--- src/rtl/mdr_pkg.sv ---
package mdr_pkg;
  typedef enum logic [2:0] {
    S_IDLE, S_START, S_BITS, S_STOP, S_WAITHI
  } rx_state_e;

  typedef struct packed {
    logic       brk;
    logic       ferr;
    logic       s5;
    logic [7:0] data;
  } rx_char_t;
endpackage

--- src/rtl/mdr_tick.sv ---
module mdr_tick #(
  parameter int TICK_DIV = 4
) (
  input  logic clk,
  input  logic rst_n,
  output logic tick
);
  localparam int CW = (TICK_DIV > 1) ? $clog2(TICK_DIV) : 1;

  logic [CW-1:0] cnt_q, cnt_d;
  logic          tick_d;

  always_comb begin
    tick_d = (cnt_q == CW'(TICK_DIV - 1));
    cnt_d  = tick_d ? '0 : cnt_q + 1'b1;
  end

  always_ff @(posedge clk or negedge rst_n) begin
    if (!rst_n) cnt_q <= '0;
    else        cnt_q <= cnt_d;
  end

  assign tick = tick_d;

  generate
    if (TICK_DIV > 1) begin : g_gap_chk
      p_tick_gap_r2: assert property (@(posedge clk) disable iff (!rst_n)
        tick |=> !tick);
    end
  endgenerate
endmodule

--- src/rtl/mdr_frame.sv ---
module mdr_frame
  import mdr_pkg::*;
(
  input  logic       clk,
  input  logic       rst_n,
  input  logic       tick,
  input  logic       rxd,
  input  logic [1:0] len_sel,
  output logic       done,
  output logic [7:0] data,
  output logic       tag,
  output logic       stop
);
  logic [1:0] sync_q;
  logic       rx_s;
  rx_state_e  st_q, st_d;
  logic [3:0] cnt_q, cnt_d;
  logic [3:0] idx_q, idx_d;
  logic [7:0] data_q, data_d;
  logic       tag_q, tag_d, stop_q, stop_d, done_q, done_d;
  logic [3:0] last_idx;

  always_ff @(posedge clk or negedge rst_n) begin
    if (!rst_n) sync_q <= 2'b11;
    else        sync_q <= {sync_q[0], rxd};
  end
  assign rx_s     = sync_q[1];
  assign last_idx = 4'd5 + {2'b00, len_sel};

  always_comb begin
    st_d   = st_q;
    cnt_d  = cnt_q;
    idx_d  = idx_q;
    data_d = data_q;
    tag_d  = tag_q;
    stop_d = stop_q;
    done_d = 1'b0;
    case (st_q)
      S_IDLE: begin
        if (tick && !rx_s) begin
          st_d  = S_START;
          cnt_d = '0;
        end
      end
      S_START: begin
        if (tick) begin
          if (cnt_q == 4'd7) begin
            if (!rx_s) begin
              st_d   = S_BITS;
              cnt_d  = '0;
              idx_d  = '0;
              data_d = '0;
              tag_d  = 1'b0;
            end else begin
              st_d = S_IDLE;
            end
          end else begin
            cnt_d = cnt_q + 1'b1;
          end
        end
      end
      S_BITS: begin
        if (tick) begin
          cnt_d = cnt_q + 1'b1;
          if (cnt_q == 4'd15) begin
            if (idx_q == last_idx) begin
              tag_d = rx_s;
              st_d  = S_STOP;
            end else begin
              data_d[idx_q[2:0]] = rx_s;
            end
            idx_d = idx_q + 1'b1;
          end
        end
      end
      S_STOP: begin
        if (tick) begin
          cnt_d = cnt_q + 1'b1;
          if (cnt_q == 4'd15) begin
            stop_d = rx_s;
            done_d = 1'b1;
            st_d   = rx_s ? S_IDLE : S_WAITHI;
          end
        end
      end
      S_WAITHI: begin
        if (rx_s) st_d = S_IDLE;
      end
      default: st_d = S_IDLE;
    endcase
  end

  always_ff @(posedge clk or negedge rst_n) begin
    if (!rst_n) begin
      st_q   <= S_IDLE;
      cnt_q  <= '0;
      idx_q  <= '0;
      data_q <= '0;
      tag_q  <= 1'b0;
      stop_q <= 1'b1;
      done_q <= 1'b0;
    end else begin
      st_q   <= st_d;
      cnt_q  <= cnt_d;
      idx_q  <= idx_d;
      data_q <= data_d;
      tag_q  <= tag_d;
      stop_q <= stop_d;
      done_q <= done_d;
    end
  end

  assign done = done_q;
  assign data = data_q;
  assign tag  = tag_q;
  assign stop = stop_q;

  p_done_single_r2: assert property (@(posedge clk) disable iff (!rst_n)
    done_q |=> !done_q);
  p_low_stop_waits_r9: assert property (@(posedge clk) disable iff (!rst_n)
    (done_q && !stop_q) |-> (st_q == S_WAITHI));
  p_start_checked_r12: assert property (@(posedge clk) disable iff (!rst_n)
    (st_q == S_START && tick && cnt_q == 4'd7 && rx_s) |=> (st_q == S_IDLE));
endmodule

--- src/rtl/mdr_fifo.sv ---
module mdr_fifo
  import mdr_pkg::*;
#(
  parameter int DEPTH = 3
) (
  input  logic     clk,
  input  logic     rst_n,
  input  logic     push,
  input  rx_char_t din,
  input  logic     pop,
  output rx_char_t dout,
  output logic [$clog2(DEPTH+1)-1:0] count,
  output logic     full,
  output logic     ovr
);
  localparam int PW = (DEPTH > 1) ? $clog2(DEPTH) : 1;
  localparam int CW = $clog2(DEPTH + 1);

  rx_char_t      mem [DEPTH];
  logic [PW-1:0] wp_q, wp_d, rp_q, rp_d;
  logic [CW-1:0] cnt_q, cnt_d;
  logic          ovr_q, ovr_d;
  logic          do_push, do_pop;

  function automatic logic [PW-1:0] ptr_inc(input logic [PW-1:0] p);
    return (p == PW'(DEPTH - 1)) ? '0 : p + 1'b1;
  endfunction

  always_comb begin
    full    = (cnt_q == CW'(DEPTH));
    do_pop  = pop && (cnt_q != '0);
    do_push = push && (!full || do_pop);
    wp_d    = do_push ? ptr_inc(wp_q) : wp_q;
    rp_d    = do_pop  ? ptr_inc(rp_q) : rp_q;
    cnt_d   = cnt_q;
    if (do_push && !do_pop) cnt_d = cnt_q + 1'b1;
    if (do_pop && !do_push) cnt_d = cnt_q - 1'b1;
    ovr_d   = ovr_q | (push && full && !pop);
  end

  always_ff @(posedge clk or negedge rst_n) begin
    if (!rst_n) begin
      wp_q  <= '0;
      rp_q  <= '0;
      cnt_q <= '0;
      ovr_q <= 1'b0;
    end else begin
      wp_q  <= wp_d;
      rp_q  <= rp_d;
      cnt_q <= cnt_d;
      ovr_q <= ovr_d;
    end
  end

  always_ff @(posedge clk) begin
    if (do_push) mem[wp_q] <= din;
  end

  assign dout  = mem[rp_q];
  assign count = cnt_q;
  assign ovr   = ovr_q;

  p_cnt_bound_r10: assert property (@(posedge clk) disable iff (!rst_n)
    cnt_q <= CW'(DEPTH));
  p_empty_pop_r10: assert property (@(posedge clk) disable iff (!rst_n)
    (cnt_q == '0 && !push) |=> (cnt_q == '0));
  p_ovr_set_r11: assert property (@(posedge clk) disable iff (!rst_n)
    (push && full && !pop) |=> ovr_q);
  p_ovr_sticky_r11: assert property (@(posedge clk) disable iff (!rst_n)
    ovr_q |=> ovr_q);
endmodule

--- src/rtl/mdr_rx_top.sv ---
module mdr_rx_top
  import mdr_pkg::*;
#(
  parameter int TICK_DIV   = 4,
  parameter int FIFO_DEPTH = 3
) (
  input  logic       clk,
  input  logic       rst_n,
  input  logic       rxd,
  input  logic       rx_en,
  input  logic       mdrop,
  input  logic [1:0] len_sel,
  input  logic       par_odd,
  input  logic       pop,
  output logic [7:0] rd_data,
  output logic [7:0] rd_status,
  output logic       rx_rdy
);
  localparam int CW = $clog2(FIFO_DEPTH + 1);

  logic [1:0]    rs_q;
  logic          rst_s_n;
  logic          tick, done, tag, stop;
  logic [7:0]    data;
  logic          accept, push, par_err;
  rx_char_t      ch_in, ch_out;
  logic [CW-1:0] fcount;
  logic          ffull, fovr;

  always_ff @(posedge clk or negedge rst_n) begin
    if (!rst_n) rs_q <= 2'b00;
    else        rs_q <= {rs_q[0], 1'b1};
  end
  assign rst_s_n = rs_q[1];

  mdr_tick #(.TICK_DIV(TICK_DIV)) u_tick (
    .clk(clk), .rst_n(rst_s_n), .tick(tick)
  );

  mdr_frame u_frame (
    .clk(clk), .rst_n(rst_s_n), .tick(tick), .rxd(rxd), .len_sel(len_sel),
    .done(done), .data(data), .tag(tag), .stop(stop)
  );

  always_comb begin
    par_err    = (^{data, tag}) ^ par_odd;
    accept     = mdrop ? (rx_en | tag) : rx_en;
    push       = done & accept;
    ch_in.data = data;
    ch_in.s5   = mdrop ? tag : par_err;
    ch_in.ferr = ~stop;
    ch_in.brk  = ~stop & ~tag & (data == 8'h00);
  end

  mdr_fifo #(.DEPTH(FIFO_DEPTH)) u_fifo (
    .clk(clk), .rst_n(rst_s_n), .push(push), .din(ch_in), .pop(pop),
    .dout(ch_out), .count(fcount), .full(ffull), .ovr(fovr)
  );

  assign rd_data   = ch_out.data;
  assign rd_status = {ch_out.brk, ch_out.ferr, ch_out.s5, fovr, 4'b0000};
  assign rx_rdy    = (fcount != '0);

  p_drop_data_tag_r4: assert property (@(posedge clk) disable iff (!rst_s_n)
    (done && mdrop && !rx_en && !tag && !pop) |=> $stable(fcount));
  p_take_all_r5: assert property (@(posedge clk) disable iff (!rst_s_n)
    (done && mdrop && rx_en && !ffull) |=> (fcount != '0));
  p_normal_off_r6: assert property (@(posedge clk) disable iff (!rst_s_n)
    (done && !mdrop && !rx_en && !pop) |=> $stable(fcount));
endmodule

--- config.mk ---
export PLATFORM = sky130hd
export DESIGN_NAME = mdr_rx_top
export DESIGN_NICKNAME = d
export VERILOG_FILES = /design/src/rtl/mdr_pkg.sv /design/src/rtl/mdr_tick.sv /design/src/rtl/mdr_frame.sv /design/src/rtl/mdr_fifo.sv /design/src/rtl/mdr_rx_top.sv
export SDC_FILE = /design/constraint.sdc
export NUM_CORES = 1
export LEC_CHECK = 0
export BUFFER_PORTS_ARGS = -buffer_cell sky130_fd_sc_hd__buf_4
export CAP_MARGIN = 5
export CORE_ASPECT_RATIO = 0.75
export CORE_UTILIZATION = 59
export DETAILED_ROUTE_END_ITERATION = 10
export PLACE_DENSITY_LB_ADDON = 0.1
export SLEW_MARGIN = 5
export SYNTH_ARGS = -nofsm -noshare
export SYNTH_HDL_FRONTEND = slang
export SYNTH_HIERARCHICAL = 1
export SYNTH_SLANG_ARGS = --single-unit
--- constraint.sdc ---
create_clock -name clk -period 1.5 [get_ports clk]
set_input_delay 0.075 -clock clk [delete_from_list [all_inputs] [get_ports clk]]
set_output_delay 0.075 -clock clk [all_outputs]
set_load 0.03 [all_outputs]
== Yosys cells after proc, flatten, opt, wreduce, memory -nomap -nowiden ==
Memory sizes are Yosys's and may differ from the RTL's.
Cells that the tools add are included.

* Register bits after elaboration: 35
* Memories kept: 1
* Memory bits (writable): 33
* Word-level logic and storage cells: 137

{| class="wikitable"
|+ Memory list
! name !! words !! bits a word !! rd ports !! clocked after Yosys merged registers in !! wr ports !! line !! source
|-
| u_fifo.mem || 3 || 11 || 1 || 0 || 1 || mdr_fifo.sv:19 || <nowiki>rx_char_t mem [DEPTH];</nowiki>
|}

* Equality and inequality tests: 24
* Order comparisons: 2
* Bitwise logic cells: 8
* Mux-type cells: 52
* Reductions and logical operators: 28
* Add/subtract/negate cells: 8

{| class="wikitable"
|+ Operators with widths
! cell !! number
|-
| $mux 8 || 6
|-
| $mux 4 || 9
|-
| $mux 3 || 10
|-
| $ne 2x1->1 const B || 10
|-
| $pmux 8 s2 || 1
|-
| $pmux 3 s5 || 1
|-
| $mux 1 || 14
|-
| $reduce_and 7->1 || 2
|-
| $mux 2 || 6
|-
| $pmux 4 s3 || 1
|-
| $reduce_and 9->1 || 1
|-
| $reduce_xor 9->1 || 1
|-
| $add 2x1->2 const B || 4
|-
| $add 4x1->4 const B || 2
|-
| $bwmux 8 || 1
|-
| $eq 2x2->1 const B || 4
|-
| $logic_and 1x1->1 || 8
|-
| $logic_not 8->1 || 1
|-
| $pmux 4 s2 || 1
|-
| $eq 3x2->1 const B || 2
|-
| $reduce_and 6->1 || 1
|-
| $reduce_bool 2->1 || 3
|-
| $logic_not 1->1 || 5
|-
| $reduce_and 5->1 || 1
|-
| other kinds (22) || 27
|}

== Logic depth before layout (Yosys ltp) ==
* Word-level depth: 9
* Gate-level depth with buffers: 6

== Hierarchy ==
Netlist, hierarchy kept.

{| class="wikitable"
|+ By module, submodules not included
! module !! seq. area each (um^2) !! cells each !! instances !! area an instance (um^2)
|-
| mdr_fifo || 1166.1 || 103 || 1 || 1579.0
|-
| mdr_frame || 604.3 || 149 || 1 || 1387.6
|-
| mdr_rx_top || 50.0 || 25 || 1 || 240.2
|-
| mdr_tick || 50.0 || 4 || 1 || 66.3
|}

== Worst setup path after synthesis ==
No wires, ideal clock.

* Path kind: reg-to-reg
* Start point: register u_frame.tag_q, in the netlist u_frame/tag
* End point: memory u_fifo/mem[2][0] in the netlist's numbering, enable pin
* Slack: -671 ps
* Arrival time: 1776 ps
* Cell stages (with the launch flop): 5
* Setup time: 396 ps
* Buffers on the path: 0
* Required time: 1104 ps
* Cells stage by stage: dfrtp_1 > a21oi_1 > nor2b_1 > o21ai_4 > nor3b_1

* Word-level cells in the longest chain between the ends: 6

{| class="wikitable"
|+ Ends and longest elaborated chain
! what !! line !! source
|-
| from (decl) || mdr_frame.sv:20 || <nowiki>logic tag_q, tag_d, stop_q, stop_d, done_q, done_d;</nowiki>
|-
| from (signal assigned) || mdr_frame.sv:107 || <nowiki>tag_q <= tag_d;</nowiki>
|-
| $or 1x1->1 || mdr_rx_top.sv:47 || <nowiki>accept = mdrop ? (rx_en | tag) : rx_en;</nowiki>
|-
| $mux 1 || mdr_rx_top.sv:47 ||
|-
| $and 1x1->1 || mdr_rx_top.sv:48 || <nowiki>push = done & accept;</nowiki>
|-
| named net push || mdr_rx_top.sv:25 || <nowiki>logic accept, push, par_err;</nowiki>
|-
| $logic_and 1x1->1 || mdr_fifo.sv:32 || <nowiki>do_push = push && (!full || do_pop);</nowiki>
|-
| $mux 1 || mdr_fifo.sv:56 || <nowiki>if (do_push) mem[wp_q] <= din;</nowiki>
|-
| $mux 1 (not written as such) || mdr_fifo.sv:56 ||
|-
| to (decl) || mdr_fifo.sv:19 ||
|}

The timed path passes the listed nets, and every way through them passes these cells.

== Final worst setup path ==
* Start point: register u_tick.cnt_q[0]
* End point: register u_frame.data_q[3], in the netlist u_frame/data[3]

* Word-level cells in the longest chain between the ends: 3

{| class="wikitable"
|+ Ends and longest elaborated chain
! what !! line !! source
|-
| from (decl) || mdr_tick.sv:10 || <nowiki>logic [CW-1:0] cnt_q, cnt_d;</nowiki>
|-
| from (signal assigned) || mdr_tick.sv:20 || <nowiki>else cnt_q <= cnt_d;</nowiki>
|-
| $eq 2x2->1 (*) || mdr_tick.sv:14 || <nowiki>tick_d = (cnt_q == CW'(TICK_DIV - 1));</nowiki>
|-
| named net tick || mdr_rx_top.sv:23 || <nowiki>logic tick, done, tag, stop;</nowiki>
|-
| $ne 2x1->1 (no source line) || n/a ||
|-
| $reduce_and 7->1 (no source line) (*) || n/a ||
|-
| to (signal assigned) || mdr_frame.sv:106 || <nowiki>data_q <= data_d;</nowiki>
|-
| to (decl) || mdr_frame.sv:19 || <nowiki>logic [7:0] data_q, data_d;</nowiki>
|}

Mark *: on every way through the listed nets, which the timed path passes. The rest lies on a longest branch.
A chain may end at the register's enable or synchronous reset.

==> metrics.md <==
| Metric | Value |
|---|---|
| Run status | `complete, but fails checks` |
| Failing checks | `setup timing` |
| Overflow after GRT | `0` |
| Critical path required time | `1.79 ns` |
| CTS tree | `yes` |
| Yosys warning total | `6` |
| Initial Utilization | `0.611` |
| Worst hold path type | `input port to async pin` |
| Synth Cell Area | `~3300 um2` |
| Root Driver | `clkbuf_8` |
| Final hold vios | `0` |
| Largest net degree at the start of global routing | `34` |
| Vias in the first global route | `around 2300` |
| Core area | `5350 um2` |
| Post-route ant nets | `0` |
| Cells after synthesis | `between 200 and 300` |
| Area Growth Syn to Fin | `33.0%` |
| Sequential cell fraction of total power | `0.485` |
| Antenna violations before repair | `0` |
| Tmin final | `approximately 1.6 ns` |
| Worst vdd ir | `1060 uV` |
| Vert. Die Dim | `66.5 um` |
| Clock tree buffer depth | `2` |
| DR vias/cell | `roughly 5.6` |
| Die footprint | `approximately 6000 um2` |
| Final setup violation count | `19` |
| CP max FO | `7` |
| Int Pwr | `about 3100 uW` |
| Port Buffers | `21` |
| Fin util | `0.812` |
| First-pass GRT wire length | `about 11000 um` |
| Power per cell area | `about 970 nW/um2` |
| Post-Syn Area per Cell | `about 12 um2` |
| Post-layout worst setup margin | `-0.141 ns` |
| Detailed Route Iter0 Violations | `157` |
| Share of post-route cells with drive strength above 1 | `0.384` |
| Lkg Pwr | `0.00182 uW` |
| I/O Pins | `26` |
| Sw Share | `0.264` |
| Ant diodes | `0` |
| DR vias | `roughly 2500` |
| DRC viols | `0` |
| Final max-slew violation count | `0` |
| Switching Power | `around 1100 uW` |
| Comb power frac | `0.150` |
| RSZ-0062 raised after global routing | `true` |
| RD Place Congestion | `0.924` |
| CP Capture Type | `register` |
| Clk_skew | `approximately 0.0094 ns` |
| Design area | `4350 um2` |
| Tcrit/Tclk final | `1.09` |
| Clk pwr share | `0.365` |
| Crit-path cells | `ha_4 -> nand2b_4 -> or3_4 -> or4_1 -> nand3_1` |
| # rows | `23` |
| Clock Sinks | `68` |
| Class of the most critical setup path | `register to register` |
| All-Layer GR Usage | `0.259` |
| CP max-delay cell | `or3_4` |
| Die Span X | `roughly 90 um` |
| MaxCap Viol Count | `0` |
| Final Net Count | `around 380` |
| Num CTS Buffers | `9` |
| Htree depth | `3` |
| Post-DP HPWL | `4630 um` |
| WL/cell | `15.6 um` |
| Worst Setup Start Kind | `register` |
| F_max | `roughly 0.61 GHz` |
| Worst-path clk slew | `~0.08 ns` |
| Pre-CTS WS | `-0.196 ns` |
| Final WL | `between 6000 and 7000 um` |
| Max incr delay on CP | `between 0.4 and 0.5 ns` |
| CP Buf/Inv Count | `0` |
| DRT Pass-1 Iters | `4` |
| Arrival time worst endpoint | `1.93 ns` |
| CP delay by family, top | `simple AND/OR/NAND/NOR gates` |
| Placed instance area | `about 3900 um2` |
| Later-pin clock latency in the skew report | `~0.35 ns` |
## layout by cell type, fill, tap and decap left out, types with 8 or more instances in the layout
cell,instances
o21ai_0,11
edfxtp_1,33
dfrtp_1,31
o21ai_1,9
clkbuf_8,9
nand2_1,21
nand3_1,17
o211ai_1,11
buf_4,78
mux2i_1,11
nor2_1,11
inv_1,8
## power by group through the flow
stage	clock, uW	combinational, uW	sequential [uW]
after floorplan	0	282	2110
after global placement	0	492	2090
after detailed placement	0	512	2090
after CTS	1580	598	2050
after global routing	1660	689	2060
final	1540	637	2060
## area by class of cell
class	count	area, um2
Tap cell	75	93.8
Clock buffer	9	124
Clock inverter	7	81.3
Multi-Input combinational cell	189	1450
Timing Repair Buffer	86	699
Fill cell	317	1000
Sequential cell	68	1870
Inverter	8	30.0
## worst paths after layout
| check | start | end | slack (ns) | depth (start not counted) |
|---|---|---|---|---|
| max | u_tick/cnt_q[0]$_DFF_PN0_ | u_frame/data[3]$_DFFE_PN0P_ | -0.14 | 5 |
| min | rst_n | rs_q[0]$_DFF_PN0_ | 0.04 | 2 |
| max reg2reg | u_tick/cnt_q[0]$_DFF_PN0_ | u_frame/data[3]$_DFFE_PN0P_ | -0.14 | 5 |
| min reg2reg | rs_q[1]$_DFF_PN0_ | u_fifo/ovr$_DFF_PN0_ | 0.26 | 1 |
| max in group asynchronous | rs_q[1]$_DFF_PN0_ | u_frame/sync_q[1]$_DFF_PN1_ | 0.90 | 1 |
| min in group clk | pop | u_fifo/count[0]$_DFFE_PN0P_ | 0.11 | 4 |
## repair_timing
| item | 4_1_cts | 5_1_grt |
|---|---|---|
| endpoints found under the hold margin | 3 | 0 |
| cloned | 0 | 0 |
| pin swaps | 12 | 12 |
| setup endpoints to repair | 28 | 45 |
| buffers inserted | 5 | 3 |
| resized for setup | 15 | 24 |
| hold buffers | 2 | 0 |
## per-stage QoR
step	power, uW	std cells	hold slack (ns)	setup TNS (ns)
4_1_cts	4230	440	0.0203	-1.65
5_1_grt	4410	442	0.0197	-3.24
3_3_place_gp	2580	417	-0.143	-1.35
2_1_floorplan	2390	283	-0.221	-1.46
6_report	4240	442	0.0384	-1.82
3_5_place_dp	2610	417	-0.142	-2.38
## worst reg2reg max path, stage by stage (launching register included)
cell,delay (ns)
dfrtp_1,0.40
ha_4,0.20
nand2b_4,0.06
or3_4,0.42
or4_1,0.42
nand3_1,0.09
## sequential cells by signal, summed over array words and instances, names as in the netlist, 2 cells and up
signal	count
u_fifo/wp_q	2
u_frame/cnt_q	4
rs_q	2
u_frame/idx_q	4
u_fifo/rp_q	2
u_frame/st_q	3
u_fifo/count	2
u_frame/sync_q	2
u_tick/cnt_q	2
u_frame/data	8
u_fifo/mem	33
## routing by layer
| layer | wire length, um | part of all wire | global-route usage |
|---|---|---|---|
| met1 | 2970 | 0.43 | 0.329 |
| met3 | 339 | 0.049 | 0.0756 |
| met4 | 142 | 0.021 | 0.107 |
| met5 | 0 | 0 | 0 |
| met2 | 3450 | 0.50 | 0.417 |
Note: power is estimated with default switching activity, not from simulation.
